[src/rtl/i2c_tgt_pkg.sv]
package i2c_tgt_pkg;
    typedef enum logic [2:0] {
        ST_IDLE,
        ST_ADDR,
        ST_PTR,
        ST_WDATA,
        ST_ACK,
        ST_RDATA,
        ST_RACK
    } tgt_state_e;
endpackage

[src/rtl/i2c_tgt_sync.sv]
module i2c_tgt_sync #(
    parameter int STAGES = 2
) (
    input  logic clk,
    input  logic rst_n,
    input  logic scl_i,
    input  logic sda_i,
    output logic scl_s,
    output logic sda_s,
    output logic scl_rise,
    output logic scl_fall,
    output logic start_det,
    output logic stop_det
);
    typedef struct packed {
        logic [STAGES-1:0] scl_sh;
        logic [STAGES-1:0] sda_sh;
        logic              scl_last;
        logic              sda_last;
    } sync_t;

    sync_t q, d;

    always_comb begin
        d          = q;
        d.scl_sh   = {q.scl_sh[STAGES-2:0], scl_i};
        d.sda_sh   = {q.sda_sh[STAGES-2:0], sda_i};
        d.scl_last = q.scl_sh[STAGES-1];
        d.sda_last = q.sda_sh[STAGES-1];
    end

    always_ff @(posedge clk or negedge rst_n) begin
        if (!rst_n) q <= '1;
        else        q <= d;
    end

    assign scl_s     = q.scl_sh[STAGES-1];
    assign sda_s     = q.sda_sh[STAGES-1];
    assign scl_rise  = scl_s & ~q.scl_last;
    assign scl_fall  = ~scl_s & q.scl_last;
    assign start_det = scl_s & q.scl_last & q.sda_last & ~sda_s;
    assign stop_det  = scl_s & q.scl_last & ~q.sda_last & sda_s;
endmodule

[src/rtl/i2c_tgt_engine.sv]
module i2c_tgt_engine
    import i2c_tgt_pkg::*;
#(
    parameter int AW        = 8,
    parameter int DW        = 8,
    parameter int PAGE_BITS = 4,
    parameter int TYPE_W    = 4,
    parameter int PIN_W     = 3
) (
    input  logic              clk,
    input  logic              rst_n,
    input  logic              scl_s,
    input  logic              sda_s,
    input  logic              scl_rise,
    input  logic              scl_fall,
    input  logic              start_det,
    input  logic              stop_det,
    input  logic [TYPE_W-1:0] dev_type,
    input  logic [PIN_W-1:0]  addr_pins,
    input  logic [DW-1:0]     rd_data,
    output logic              sda_oe,
    output logic              wr_en,
    output logic [AW-1:0]     wr_addr,
    output logic [DW-1:0]     wr_data,
    output logic [AW-1:0]     rd_addr,
    output logic              commit
);
    localparam int CNT_W = $clog2(DW + 1);
    localparam logic [CNT_W-1:0] CNT_FULL = CNT_W'(DW);
    localparam logic [CNT_W-1:0] CNT_LAST = CNT_W'(DW - 1);

    typedef struct packed {
        tgt_state_e       state;
        tgt_state_e       after;
        logic [CNT_W-1:0] cnt;
        logic [DW-1:0]    shreg;
        logic [DW-1:0]    txreg;
        logic [AW-1:0]    ptr;
        logic             pending;
        logic             host_ack;
        logic             sda_oe;
        logic             wr_en;
        logic [AW-1:0]    wr_addr;
        logic [DW-1:0]    wr_data;
        logic             commit;
    } eng_t;

    eng_t q, d;
    logic addr_match;

    assign addr_match = (q.shreg[DW-1 -: TYPE_W] == dev_type) &&
                        (q.shreg[DW-1-TYPE_W -: PIN_W] == addr_pins);

    always_comb begin
        d        = q;
        d.wr_en  = 1'b0;
        d.commit = 1'b0;
        if (stop_det) begin
            d.state   = ST_IDLE;
            d.sda_oe  = 1'b0;
            d.cnt     = '0;
            d.commit  = q.pending;
            d.pending = 1'b0;
        end else if (start_det) begin
            d.state  = ST_ADDR;
            d.sda_oe = 1'b0;
            d.cnt    = '0;
        end else begin
            case (q.state)
                ST_ADDR, ST_PTR, ST_WDATA: begin
                    if (scl_rise && q.cnt != CNT_FULL) begin
                        d.shreg = {q.shreg[DW-2:0], sda_s};
                        d.cnt   = q.cnt + CNT_W'(1);
                    end else if (scl_fall && q.cnt == CNT_FULL) begin
                        d.cnt    = '0;
                        d.state  = ST_ACK;
                        d.sda_oe = 1'b1;
                        case (q.state)
                            ST_ADDR: begin
                                if (!addr_match) begin
                                    d.state  = ST_IDLE;
                                    d.sda_oe = 1'b0;
                                end else if (q.shreg[0]) begin
                                    d.txreg = rd_data;
                                    d.ptr   = q.ptr + AW'(1);
                                    d.after = ST_RDATA;
                                end else begin
                                    d.after = ST_PTR;
                                end
                            end
                            ST_PTR: begin
                                d.ptr   = q.shreg[AW-1:0];
                                d.after = ST_WDATA;
                            end
                            default: begin
                                d.wr_en   = 1'b1;
                                d.wr_addr = q.ptr;
                                d.wr_data = q.shreg;
                                d.ptr     = {q.ptr[AW-1:PAGE_BITS],
                                             q.ptr[PAGE_BITS-1:0] + PAGE_BITS'(1)};
                                d.pending = 1'b1;
                                d.after   = ST_WDATA;
                            end
                        endcase
                    end
                end
                ST_ACK: begin
                    if (scl_fall) begin
                        d.state  = q.after;
                        d.cnt    = '0;
                        d.sda_oe = (q.after == ST_RDATA) ? ~q.txreg[DW-1] : 1'b0;
                    end
                end
                ST_RDATA: begin
                    if (scl_fall) begin
                        if (q.cnt == CNT_LAST) begin
                            d.state  = ST_RACK;
                            d.sda_oe = 1'b0;
                            d.cnt    = '0;
                        end else begin
                            d.txreg  = {q.txreg[DW-2:0], 1'b0};
                            d.sda_oe = ~q.txreg[DW-2];
                            d.cnt    = q.cnt + CNT_W'(1);
                        end
                    end
                end
                ST_RACK: begin
                    if (scl_rise) begin
                        d.host_ack = ~sda_s;
                    end else if (scl_fall) begin
                        if (q.host_ack) begin
                            d.txreg  = rd_data;
                            d.ptr    = q.ptr + AW'(1);
                            d.state  = ST_RDATA;
                            d.sda_oe = ~rd_data[DW-1];
                        end else begin
                            d.state  = ST_IDLE;
                            d.sda_oe = 1'b0;
                        end
                    end
                end
                default: ;
            endcase
        end
    end

    always_ff @(posedge clk or negedge rst_n) begin
        if (!rst_n) begin
            q       <= '0;
            q.state <= ST_IDLE;
            q.after <= ST_IDLE;
        end else begin
            q <= d;
        end
    end

    assign sda_oe  = q.sda_oe;
    assign wr_en   = q.wr_en;
    assign wr_addr = q.wr_addr;
    assign wr_data = q.wr_data;
    assign rd_addr = q.ptr;
    assign commit  = q.commit;


    sda_oe_lowscl_chk: assert property (@(posedge clk) disable iff (!rst_n)
        !$stable(sda_oe) |-> !scl_s);

    commit_after_stop_chk: assert property (@(posedge clk) disable iff (!rst_n)
        commit |-> $past(stop_det));

    commit_single_chk: assert property (@(posedge clk) disable iff (!rst_n)
        commit |=> !commit);

    idle_release_chk: assert property (@(posedge clk) disable iff (!rst_n)
        (q.state == ST_IDLE) |-> !sda_oe);

    write_acked_chk: assert property (@(posedge clk) disable iff (!rst_n)
        wr_en |-> sda_oe);
endmodule

[src/rtl/i2c_page_target.sv]
module i2c_page_target #(
    parameter int AW          = 8,
    parameter int DW          = 8,
    parameter int PAGE_BITS   = 4,
    parameter int TYPE_W      = 4,
    parameter int PIN_W       = 3,
    parameter int SYNC_STAGES = 2
) (
    input  logic              clk,
    input  logic              rst_n,
    input  logic              scl_i,
    input  logic              sda_i,
    output logic              sda_oe,
    input  logic [TYPE_W-1:0] dev_type,
    input  logic [PIN_W-1:0]  addr_pins,
    output logic              wr_en,
    output logic [AW-1:0]     wr_addr,
    output logic [DW-1:0]     wr_data,
    output logic [AW-1:0]     rd_addr,
    input  logic [DW-1:0]     rd_data,
    output logic              commit
);
    logic scl_s, sda_s, scl_rise, scl_fall, start_det, stop_det;

    i2c_tgt_sync #(.STAGES(SYNC_STAGES)) sync_i (
        .clk(clk), .rst_n(rst_n), .scl_i(scl_i), .sda_i(sda_i),
        .scl_s(scl_s), .sda_s(sda_s), .scl_rise(scl_rise), .scl_fall(scl_fall),
        .start_det(start_det), .stop_det(stop_det)
    );

    i2c_tgt_engine #(
        .AW(AW), .DW(DW), .PAGE_BITS(PAGE_BITS), .TYPE_W(TYPE_W), .PIN_W(PIN_W)
    ) engine_i (
        .clk(clk), .rst_n(rst_n), .scl_s(scl_s), .sda_s(sda_s),
        .scl_rise(scl_rise), .scl_fall(scl_fall),
        .start_det(start_det), .stop_det(stop_det),
        .dev_type(dev_type), .addr_pins(addr_pins), .rd_data(rd_data),
        .sda_oe(sda_oe), .wr_en(wr_en), .wr_addr(wr_addr), .wr_data(wr_data),
        .rd_addr(rd_addr), .commit(commit)
    );
endmodule

[config.mk]
export PLATFORM = sky130hd
export DESIGN_NAME = i2c_page_target
export DESIGN_NICKNAME = d
export VERILOG_FILES = /design/src/rtl/i2c_tgt_pkg.sv /design/src/rtl/i2c_tgt_sync.sv /design/src/rtl/i2c_tgt_engine.sv /design/src/rtl/i2c_page_target.sv
export SDC_FILE = /design/constraint.sdc
export NUM_CORES = 1
export LEC_CHECK = 0
export ABC_AREA = 1
export CAP_MARGIN = 20
export CORE_MARGIN = 2
export CORE_UTILIZATION = 50
export CTS_CLUSTER_SIZE = 14
export DETAILED_ROUTE_END_ITERATION = 10
export PLACE_DENSITY = 0.77
export SYNTH_ARGS = -nofsm -noshare
export SYNTH_HDL_FRONTEND = slang
export SYNTH_SLANG_ARGS = --single-unit
[constraint.sdc]
create_clock -name clk -period 1.7 [get_ports clk]
set_input_delay 0.17 -clock clk [delete_from_list [all_inputs] [get_ports clk]]
set_output_delay 0.17 -clock clk [all_outputs]
set_load 0.02 [all_outputs]
==> results by group, run 1 <==
Floorplan
  • DIE WIDTH: 85.9 microns
  • Die extent in y: 85.9 microns
  • Num rows: 29
  • Starting density of the core: 52.3%
  • Core area: 0.00642 sq mm
  • Num ports: 46
  • Die ar.: 0.00739 sq mm

STA
  • Skew final: 0.00801 ns
  • Measured slew at the worst slew-check pin: 0.356 ns
  • Setup TNS: 0 ns
  • Rel. slew slack: 76.2%
  • Final Max Tran Viols: 0
  • Period utilisation layout: 99.3%
  • Unrepaired setup endpoints after global routing: true
  • Final setup fails: 0
  • Peak Freq: 593 MHz
  • Final Hold Fails: 0
  • Final min period: 1.69 ns

Logic synthesis
  • Synth unique cells: 28
  • Yosys warning count: 0
  • Post-Syn Nets: 454
  • Post-synth design cell area: 0.00336 sq mm
  • Asr flop ratio synth: 100%
  • Sequential share of the synthesized area: 45.7%
  • EDFF count, synth: 0
  • Seq cells post-synth: 61
  • Most used DFF post-synth: dfrtp_1
  • Avg Cell Area, Syn: 7.77 sq um
  • Cells after synthesis: 432

Route
  • DRT Wirelength: 7780 microns
  • Drt wl/cell: 13.7 microns
  • WL met3: 313 microns
  • Final ANT Viol Nets: 0
  • Drt first pass iters: 4
  • Top Metal Used: met4
  • Detailed Route Iter0 Violations: 124
  • Detailed route wirelength on metal2: 3940 microns
  • # DRC: 0
  • Routed via count: 2979
  • Mean number of vias per cell: 5.26
  • M1 WL: 3400 microns

Final layout
  • NumNets Final: 507
  • Final core utilization: 66.7%
  • Fraction of layout cells with a size suffix above 1: 22.1%
  • Diode count: 0
  • Commonest non-fill, non-tap cell in the layout: nand2_1
  • Synth-to-layout area growth: 27.6%
  • Commonest non-fill, non-tap cells in the layout: 141 x nand2_1, 54 x dfrtp_1, 43 x clkdlybuf4s50_1

Job
  • Max-Cap Viols: 0

Clocking
  • CTS Buf Count: 9
  • TritonCTS clock tree: yes
  • Clk sinks: 61
  • Clock Path Buffers: 2
  • Htree depth: 3
  • CTS root buf: clkbuf_8
  • Latest clock arrival within the worst-skew pair: 0.35 ns
  • Clk pin slew, worst setup/hold paths: 0.07 ns

Worst setup path
  • Crit path kind: flip-flop to flip-flop
  • Worst path arrival time: 1.97 ns
  • Worst reg2reg endpoint: engine_i.q[54]
  • Crit start category: flip-flop
  • Crit path max fanout: 6
  • CP max stage delay: 0.42 ns
  • CP Capture Type: flip-flop
  • R2R cell count: 12
  • Most frequent CP cell: nand2_4
  • Worst path cell trace: inv_1 -> ha_2 -> nand2_2 -> nor2_4 -> nand2_4 -> nand2_4 -> nand4_1 -> nand2_2 -> nand2_4 -> nor2_2 -> nand2_1 -> nand2_1
  • CP max-delay cell: dfrtp_1
  • FF-to-FF Start: engine_i.q[45]
  • CP Data Required Time: 1.98 ns
  • R2R setup slack: 0.01 ns

Place
  • Final GP Congestion: 0.959
  • PortBufs: 45
  • DPL Wire Length: 5480 microns

Power and ir drop
  • Pwr Density: 1100 mW/mm^2
  • Max IR drop VDD: 0.658 mV
  • Static leakage: 2.05 nW
  • Pwr Total: 4.72 mW

Min path
  • Min-Delay Path Class: input port to async pin

Global routing
  • First-pass GRT wire length: 13100 microns
  • GR Overflow Total: 0
  • Initial antenna violation count: 0
  • Total GRT Usage: 22.6%
  • Number of global-route vias before repair: 2871
  • Largest net degree at the start of global routing: 37

Status
  • Status: complete, no violations
==> critical path: cells and delay by family, from the launching register on <==
kind | cells | cell delay [ns]
buffers and inverters | 1 | 0.10
and+or+nand+nor | 10 | 0.95
adders and majority gates | 1 | 0.17
DFF | 1 | 0.42
==> report_power, final <==
| part | switching [mW] | internal (mW) | leakage (nW) |
|---|---|---|---|
| Combinational | 0.852 | 0.605 | 1.13 |
| Sequential | 0.199 | 1.64 | 0.815 |
| Clock | 0.572 | 0.855 | 0.105 |
==> flip-flops by register name, indices dropped and copies added, names as in the netlist <==
name	count
engine_i.q	28
engine_i.rd_addr	8
engine_i.wr_addr	8
engine_i.wr_data	8
sync_i.d	2
sync_i.q	2
engine_i.commit	1
engine_i.sda_oe	1
engine_i.wr_en	1
sync_i.scl_s	1
sync_i.sda_s	1
==> final cells by class <==
class                           instances  area [sq um]
Fill cell                             537          2140
Inverter                               38           146
Clock inverter                          4          72.6
Sequential cell                        61          1540
Timing Repair Buffer                   73           681
Tap cell                               77          96.3
Multi-Input combinational cell        302          1610
Clock buffer                           11           141
==> cells in the mapped netlist (3+ instances only) <==
master	number	share of area, %
nand2_1	163	18
dfrtp_1	55	41
inv_1	32	3.6
o21ai_0	26	3.9
buf_4	25	5.6
nand3_1	25	3.7
nor2_1	23	2.6
nand4_1	15	2.8
o21ai_1	13	1.9
xnor2_1	7	1.8
dfstp_2	6	4.7
nand2_4	6	2.0
inv_2	5	0.56
nand3_2	5	1.5
clkbuf_1	4	0.45
ha_1	3	1.1
nor2_4	3	1.0
==> repair_timing <==
action,in CTS,in global routing
hold buffers,1,0
endpoints found under the setup margin,34,50
gates resized for setup,5,44
buffers inserted,0,3
pin swaps,0,16
endpoints found under the hold margin,55,0
==> cells by family after synthesis <==
family | share of synthesized area [%]
compound gates | 6.97
xor+xnor | 2.35
fa+ha+maj | 1.12
buf+inv | 10.6
flops | 45.7
simple gates | 33.2
==> how the worst max path moves through the flow <==
stage / startpoint / to / slack (ns) / depth (start not counted)
2_1_floorplan: sync_i.q[1] / engine_i.q[29] / 0.09 / 9
3_3_place_gp: dev_type[0] / engine_i.q[50] / -0.05 / 9
3_5_place_dp: dev_type[0] / engine_i.rd_addr[3] / -0.07 / 9
4_1_cts: sync_i.q[1] / engine_i.rd_addr[3] / 0.006 / 9
5_1_grt: sync_i.sda_s / engine_i.rd_addr[3] / -0.09 / 9
6_report: engine_i.q[45] / engine_i.q[54] / 0.01 / 12
==> routing by layer <==
layer | vias to the layer above | GRT usage (%)
li1 | 1467 | -
met1 | 1433 | 28.0
met2 | 67 | 38.8
met3 | 12 | 3.85
met4 | 0 | 9.81
met5 | - | 0
==> per-stage QoR <==
stage / instances / worst slack (ns) / area, sq um / hold WS, ns
floorplan: 432 / 0.0872 / 3360 / -0.126
global placement: 547 / -0.0457 / 3880 / 0.00905
detailed placement: 547 / -0.0719 / 3880 / 0.00927
CTS: 563 / 0.00573 / 4120 / 0.172
global route: 566 / -0.0871 / 4280 / 0.203
finish: 566 / 0.0125 / 4280 / 0.177
Note: power is estimated with default switching activity, not from simulation.
==> inputs of run 2 (changes only) <==
--- a/config.mk
+++ b/config.mk
@@ -8,10 +8,10 @@
 export ABC_AREA = 1
 export CAP_MARGIN = 20
 export CORE_MARGIN = 2
-export CORE_UTILIZATION = 50
+export CORE_UTILIZATION = 55
 export CTS_CLUSTER_SIZE = 14
 export DETAILED_ROUTE_END_ITERATION = 10
-export PLACE_DENSITY = 0.77
+export PLACE_DENSITY = 0.8
 export SYNTH_ARGS = -nofsm -noshare
 export SYNTH_HDL_FRONTEND = slang
 export SYNTH_SLANG_ARGS = --single-unit
==> constraint.sdc (replaced) <==
create_clock -name clk -period 1.6 [get_ports clk]
set_input_delay 0.16 -clock clk [delete_from_list [all_inputs] [get_ports clk]]
set_output_delay 0.16 -clock clk [all_outputs]
set_load 0.02 [all_outputs]
==> run 2 against run 1 <==
  * The run now ends with negative setup slack left
  * First-iteration DRC count is 6.5% higher
  * Count of clock-buffer cells in the layout is 1 lower
  * Critical endpoint is now engine_i.q[29]
  * Clock skew is 0.00060 ns higher
  * Die area is 8.7% lower
  * Routed wire length is 0.84% lower
  * Global-route usage is 2.8 points higher
  * Core utilization is 7.2 points higher
  * Total power is 5.6% higher
  * Critical path type unchanged
  * Combinational power is 8% higher
  * Non-clock buffer count is 14 higher
  * Via count hardly changed
==> results by group, run 2 (same netlist as run 1, synthesis figures left out) <==
STA
  • Final Max Tran Viols: 0 (unchanged)
  • Final setup fails: 20 (+20)
  • Setup TNS: -0.725 ns (-0.725 ns)
  • Skew final: 0.00861 ns (+0.000601 ns)
  • Period utilisation layout: 103% (+4.1 points)
  • Final min period: 1.65 ns (-0.0342 ns)
  • Unrepaired setup endpoints after global routing: true
  • Rel. slew slack: 66.0% (-10 points)
  • Peak Freq: 605 MHz (+2.1%)
  • Final Hold Fails: 0 (unchanged)
  • Measured slew at the worst slew-check pin: 0.511 ns (+0.155 ns)
  • Hold Slack: 0.220 ns (+0.0429 ns)
  • PnR worst setup slack: -0.0533 ns (-0.0658 ns)

Power and ir drop
  • Sw Pwr: 1.67 mW (+2.8%)
  • Sequential Power Share: 38.6% (-0.3 points)
  • Cell internal pwr: 3.32 mW (+7.0%)
  • Static leakage: 2.19 nW (+6.6%)
  • Comb power frac: 31.6% (+0.8 points)
  • Sw Share: 33.4% (-0.91 points)
  • Clk network pwr share: 29.8% (-0.4 points)
  • Max IR drop VDD: 0.716 mV (+8.9%)
  • Pwr Density: 1140 mW/mm^2 (+3.3%)

Worst setup path
  • R2R cell count: 11 (-1)
  • Worst reg2reg endpoint: engine_i.q[29]
  • Crit path kind: flip-flop to flip-flop
  • CP Data Required Time: 1.84 ns (-0.14 ns)
  • R2R setup slack: -0.05 ns (-0.07 ns)
  • Crit path max fanout: 8 (+2)
  • Crit start category: flip-flop
  • Worst path arrival time: 1.89 ns (-0.08 ns)
  • FF-to-FF Start: engine_i.q[45]
  • CP Capture Type: flip-flop

Final layout
  • Max reg flops: 28 (unchanged)
  • Fill cell count: 450 (-16%)
  • Synth-to-layout area growth: 30.4%
  • Diode count: 0 (unchanged)
  • Commonest non-fill, non-tap cells in the layout: 149 x nand2_1, 54 x dfrtp_1, 38 x clkdlybuf4s50_1
  • NumNets Final: 521 (+2.8%)
  • Final core utilization: 73.9% (+7.2 points)
  • Commonest non-fill, non-tap cell in the layout: nand2_1
  • Fraction of layout cells with a size suffix above 1: 23.1% (+0.98 points)
  • Most flop-heavy register: engine_i.q

Min path
  • Hold path startpoint: scl_i
  • Min-Delay Path Class: input port to flip-flop
  • Hold Path Sink: sync_i.d[5]
  • Min-Delay Path Depth: 1

Clocking
  • CTS root buf: clkbuf_8
  • Clk sinks: 61 (unchanged)
  • TritonCTS clock tree: yes
  • Clk pin slew, worst setup/hold paths: 0.06 ns (about the same)
  • CTS Buf Count: 9 (unchanged)
  • Latest clock arrival within the worst-skew pair: 0.35 ns (about the same)
  • Clock Path Buffers: 2 (unchanged)
  • Htree depth: 3 (unchanged)

Route
  • Detailed Route Iter0 Violations: 132 (+6.5%)
  • Detailed route wirelength on metal2: 3950 microns (+0.38%)
  • M1 WL: 3210 microns (-5.5%)
  • DRT Wirelength: 7720 microns (-0.84%)
  • Top Metal Used: met4
  • Final ANT Viol Nets: 0 (unchanged)
  • WL met3: 404 microns (+29%)
  • Mean number of vias per cell: 5.16 (-2.0%)
  • Drt first pass iters: 5 (+1)
  • Routed via count: 2980 (+0.034%)
  • # DRC: 0 (unchanged)
  • Drt wl/cell: 13.3 microns (-2.9%)

Floorplan
  • Num ports: 46 (unchanged)
  • Die ar.: 0.00674 sq mm (-8.7%)
  • Core area: 0.00592 sq mm (-7.8%)
  • Die extent in y: 82.1 microns (-4.4%)
  • Num rows: 28 (-3.4%)
  • DIE WIDTH: 82.1 microns (-4.4%)
  • Starting density of the core: 56.7% (+4.4 points)

Place
  • PortBufs: 45 (unchanged)
  • DPL Wire Length: 5370 microns (-2.0%)
  • Final GP Congestion: 0.911 (-5.0%)

Global routing
  • Number of global-route vias before repair: 2909 (+1.3%)
  • Total GRT Usage: 25.4% (+2.8 points)
  • Largest net degree at the start of global routing: 42 (+14%)
  • GR Overflow Total: 0 (unchanged)
  • Initial antenna violation count: 0 (unchanged)
  • First-pass GRT wire length: 12900 microns (-1.6%)

Job
  • Max-Cap Viols: 0 (unchanged)

Status
  • Status: finished with violations
  • Failing checks: negative setup slack
## run 2: metrics by stage
stage | std cells | power, mW | worst slack [ns] | area, sq um
2_1_floorplan | 432 | 2.83 | 0.00448 | 3360
3_3_place_gp | 554 | 3.31 | -0.0837 | 3950
3_5_place_dp | 554 | 3.36 | -0.125 | 3950
4_1_cts | 573 | 4.91 | -0.0297 | 4250
5_1_grt | 578 | 5.30 | -0.206 | 4380
6_report | 578 | 4.99 | -0.0533 | 4380
## run 2: worst max path at each step
stage                                      to            from  cells past startpoint  slack, ns
after floorplan           engine_i.rd_addr[4]     sync_i.q[1]                      9      0.004
after global placement    engine_i.wr_addr[0]  engine_i.q[45]                     10      -0.08
after detailed placement  engine_i.wr_data[4]  engine_i.q[45]                     10      -0.13
after CTS                      engine_i.q[34]  engine_i.q[46]                     11      -0.03
after global routing           engine_i.q[30]  engine_i.q[45]                     12      -0.21
final                          engine_i.q[29]  engine_i.q[45]                     11      -0.05
## run 2: area by class of cell
| cell class | count | area [sq um] | area share (%) |
|---|---|---|---|
| Timing Repair Buffer | 87 | 802 | 18.3 |
| Tap cell | 75 | 93.8 | 2.14 |
| Sequential cell | 61 | 1540 | 35.1 |
| Clock inverter | 5 | 75.1 | 1.71 |
| Inverter | 38 | 144 | 3.29 |
| Multi-Input combinational cell | 302 | 1590 | 36.3 |
| Clock buffer | 10 | 138 | 3.14 |
## run 2: power by group through the flow
stage          sequential (mW)  combinational, mW  clock [mW]
2_1_floorplan             1.91              0.926           0
3_3_place_gp              1.94               1.37           0
3_5_place_dp              1.94               1.42           0
4_1_cts                   1.92               1.47        1.52
5_1_grt                   1.96               1.75        1.59
6_report                  1.93               1.58        1.49
## run 2: timing repair
action                                  4_1_cts  5_1_grt
setup buffers                                 3        6
gates resized for setup                      21       31
endpoints found under the setup margin       46       46
endpoints found under the hold margin        14        0
pin swaps                                     7       15
hold buffers                                  1        0
## run 2: routing by layer
layer / track usage [%] / vias to the layer above
met5: 0 / -
met4: 10.8 / 0
met3: 6.41 / 13
met2: 43.7 / 80
met1: 30.3 / 1391
li1: - / 1496
## run 2: worst max-delay path: stages, from the launching register on
cell and delay, ns:
dfrtp_1 0.41, inv_2 0.07, ha_2 0.16, nand2_2 0.06, nor2_4 0.13, nand2_4 0.08, nand2_4 0.09, nand3_4 0.08
nor2_4 0.16, nand3_4 0.14, nand2_1 0.09, nand2_1 0.05
==> inputs of run 3 (changes only) <==
--- a/config.mk
+++ b/config.mk
@@ -11,7 +11,8 @@
 export CORE_UTILIZATION = 55
 export CTS_CLUSTER_SIZE = 14
 export DETAILED_ROUTE_END_ITERATION = 10
-export PLACE_DENSITY = 0.8
+export HOLD_SLACK_MARGIN = 0.06
+export PLACE_DENSITY = 0.77
 export SYNTH_ARGS = -nofsm -noshare
 export SYNTH_HDL_FRONTEND = slang
 export SYNTH_SLANG_ARGS = --single-unit
==> run 3 against run 2 <==
  * Critical path type unchanged
  * Critical path depth down 2
  * Largest cell class unchanged
  * Non-clock buffer count down 5
  * Count of clock-buffer cells in the layout up 2
  * Highest routed layer unchanged
  * Routed wire length unchanged
  * Design area down 0.20%
  * Sequential share of layout area up 0.099 points
  * Total power down 1.0%
  * The flow still finishes with violations (negative setup slack)
  * Fmax down 2.3%
  * Combinational power about the same
==> results by group, run 3 (same netlist as run 1, synthesis figures left out) <==
Min path
  • Min-Delay Path Class: input port to flip-flop
  • Hold path startpoint: scl_i
  • Min-Delay Path Depth: 1 (unchanged)
  • Hold Path Sink: sync_i.d[5]

Final layout
  • Commonest non-fill, non-tap cell in the layout: nand2_1
  • Synth-to-layout area growth: 30.2%
  • FF/Latch Area: 0.00154 sq mm (about the same)
  • Diode count: 0 (unchanged)
  • Commonest non-fill, non-tap cells in the layout: 146 x nand2_1, 53 x dfrtp_1, 38 x clkdlybuf4s50_1
  • Design area: 0.00437 sq mm (-0.20%)
  • Fill cell count: 453 (+0.67%)
  • Final core utilization: 73.8% (-0.15 points)
  • Max reg flops: 28 (unchanged)
  • Most flop-heavy register: engine_i.q
  • NumNets Final: 516 (-0.96%)
  • Fraction of layout cells with a size suffix above 1: 23.2% (+0.18 points)
  • Multi-input logic area: 0.00163 sq mm (+2.3%)

Worst setup path
  • Worst reg2reg endpoint: engine_i.q[36]
  • CP Data Required Time: 1.84 ns (about the same)
  • CP max stage delay: 0.56 ns (+0.15 ns)
  • R2R setup slack: -0.09 ns (-0.04 ns)
  • Worst path cell trace: inv_2 -> nor2_4 -> inv_2 -> o21ai_4 -> nand3_4 -> nor2_4 -> nand3_4 -> nand2_1 -> nand2_1
  • R2R cell count: 9 (-2)
  • Crit path kind: flip-flop to flip-flop
  • CP max-delay cell: dfstp_2
  • CP Capture Type: flip-flop
  • Worst path arrival time: 1.93 ns (+0.04 ns)
  • Crit start category: flip-flop
  • Crit path max fanout: 8 (unchanged)
  • FF-to-FF Start: sync_i.q[1]

STA
  • Final Max Tran Viols: 0 (unchanged)
  • Final Hold Fails: 0 (unchanged)
  • Rel. slew slack: 75.9% (+9.9 points)
  • Measured slew at the worst slew-check pin: 0.361 ns (-0.150 ns)
  • Skew final: 0.00742 ns (-0.00119 ns)
  • Unrepaired setup endpoints after global routing: true
  • Final min period: 1.69 ns (+0.0383 ns)
  • Hold Slack: 0.211 ns (-0.00879 ns)
  • PnR worst setup slack: -0.0916 ns (-0.0383 ns)
  • Period utilisation layout: 106% (+2.4 points)
  • Peak Freq: 591 MHz (-2.3%)
  • Final setup fails: 21 (+5.0%)

Place
  • Final GP Congestion: 0.854 (-6.3%)
  • Placed Instance Area: 0.00394 sq mm (-0.19%)
  • PortBufs: 45 (unchanged)
  • DPL Wire Length: 5210 microns (-3.0%)

Route
  • Drt wl/cell: 13.4 microns (+0.70%)
  • # DRC: 0 (unchanged)
  • Routed via count: 2982 (+0.067%)
  • Mean number of vias per cell: 5.20 (+0.76%)
  • Drt first pass iters: 4 (-1)
  • DRT Wirelength: 7720 microns (unchanged)
  • Final ANT Viol Nets: 0 (unchanged)
  • Detailed Route Iter0 Violations: 126 (-4.5%)

Clocking
  • Clk sinks: 61 (unchanged)
  • Clk pin slew, worst setup/hold paths: 0.07 ns (about the same)
  • Clock Path Buffers: 2 (unchanged)
  • Htree depth: 3 (unchanged)
  • CTS root buf: clkbuf_8
  • Latest clock arrival within the worst-skew pair: 0.35 ns (about the same)
  • CTS Buf Count: 9 (unchanged)
  • TritonCTS clock tree: yes

Job
  • Max-Cap Viols: 0 (unchanged)

Power and ir drop
  • Pwr Total: 4.94 mW (-1.0%)
  • Max IR drop VDD: 0.734 mV (+2.5%)
  • Static leakage: 2.14 nW (-1.9%)
  • Pwr Density: 1130 mW/mm^2 (-0.82%)

Floorplan
  • Starting density of the core: 56.7% (unchanged)
  • Num rows: 28 (unchanged)
  • Core area: 0.00592 sq mm (unchanged)
  • DIE WIDTH: 82.1 microns (unchanged)
  • Die ar.: 0.00674 sq mm (unchanged)
  • Die extent in y: 82.1 microns (unchanged)
  • Num ports: 46 (unchanged)

Status
  • Failing checks: negative setup slack
  • Status: finished with violations

Global routing
  • Initial antenna violation count: 0 (unchanged)
  • Total GRT Usage: 25.1% (-0.35 points)
  • GR Overflow Total: 0 (unchanged)
  • First-pass GRT wire length: 12600 microns (-1.7%)
  • Number of global-route vias before repair: 2775 (-4.6%)
  • Largest net degree at the start of global routing: 62 (+48%)
## run 3: cell types whose count changed in the layout (fill, tap and decap cells not counted), sizes merged
cell      before  now
clkinvlp       0    1
clkinv         4    3
buf           42   37
bufinv         2    1
clkbuf        10   12
## run 3: worst max-delay path, delay by kind of cell (launching register included)
| kind | cells | cell delay [ns] |
|---|---|---|
| DFF | 1 | 0.56 |
| buffers and inverters | 2 | 0.13 |
| AOI/OAI and AO/OA | 1 | 0.17 |
| and+or+nand+nor | 6 | 0.70 |
## run 3: stage by stage
step | setup WS, ns | instances | TNS [ns]
final | -0.0916 | 574 | -0.785
after detailed placement | -0.153 | 553 | -2.59
after floorplan | 0.00448 | 432 | 0
after global placement | -0.0894 | 553 | -1.59
after CTS | -0.0533 | 571 | -0.432
after global routing | -0.162 | 574 | -3.05
## run 3: timing repair
action	in CTS	in global routing
hold buffers	1	0
setup buffers	1	3
cloned	0	0
endpoints found under the setup margin	46	46
resized for setup	32	32
pin swaps	18	18
endpoints found under the hold margin	55	0
## run 3: worst max path at each step
stage	start	slack, ns	to	cells after the start
3_5_place_dp	dev_type[0]	-0.15	engine_i.rd_addr[6]	9
5_1_grt	sync_i.q[1]	-0.16	engine_i.q[30]	9
2_1_floorplan	sync_i.q[1]	0.004	engine_i.rd_addr[4]	9
6_report	sync_i.q[1]	-0.09	engine_i.q[36]	9
3_3_place_gp	dev_type[0]	-0.09	engine_i.rd_addr[6]	9
4_1_cts	engine_i.q[45]	-0.05	engine_i.q[29]	11
## run 3: cell type report
cell class	instances	share of cell area [%]
tap	75	2.15
clock buffer	12	3.32
inverter	38	3.29
sequential	61	35.2
clock inverter	4	1.09
timing repair buffer	82	17.8
multi-input combinational	302	37.2
## run 3: report_power, final
group	internal [mW]	switching [mW]	leakage, nW	total (mW)
Combinational	0.698	0.915	1.23	1.61
Clock	0.757	0.618	0.0964	1.38
Sequential	1.74	0.203	0.813	1.95
Total	3.20	1.74	2.14	4.94
## run 3: routing by layer
metal | up-vias | wire (microns) | track usage, % | share of wire, %
met5 | - | 0 | 0 | 0
met1 | 1401 | 3360 | 31.9 | 44
li1 | 1483 | - | - | -
met2 | 81 | 3820 | 41.7 | 50
met4 | 0 | 176 | 10.7 | 2.3
met3 | 17 | 350 | 5.22 | 4.5
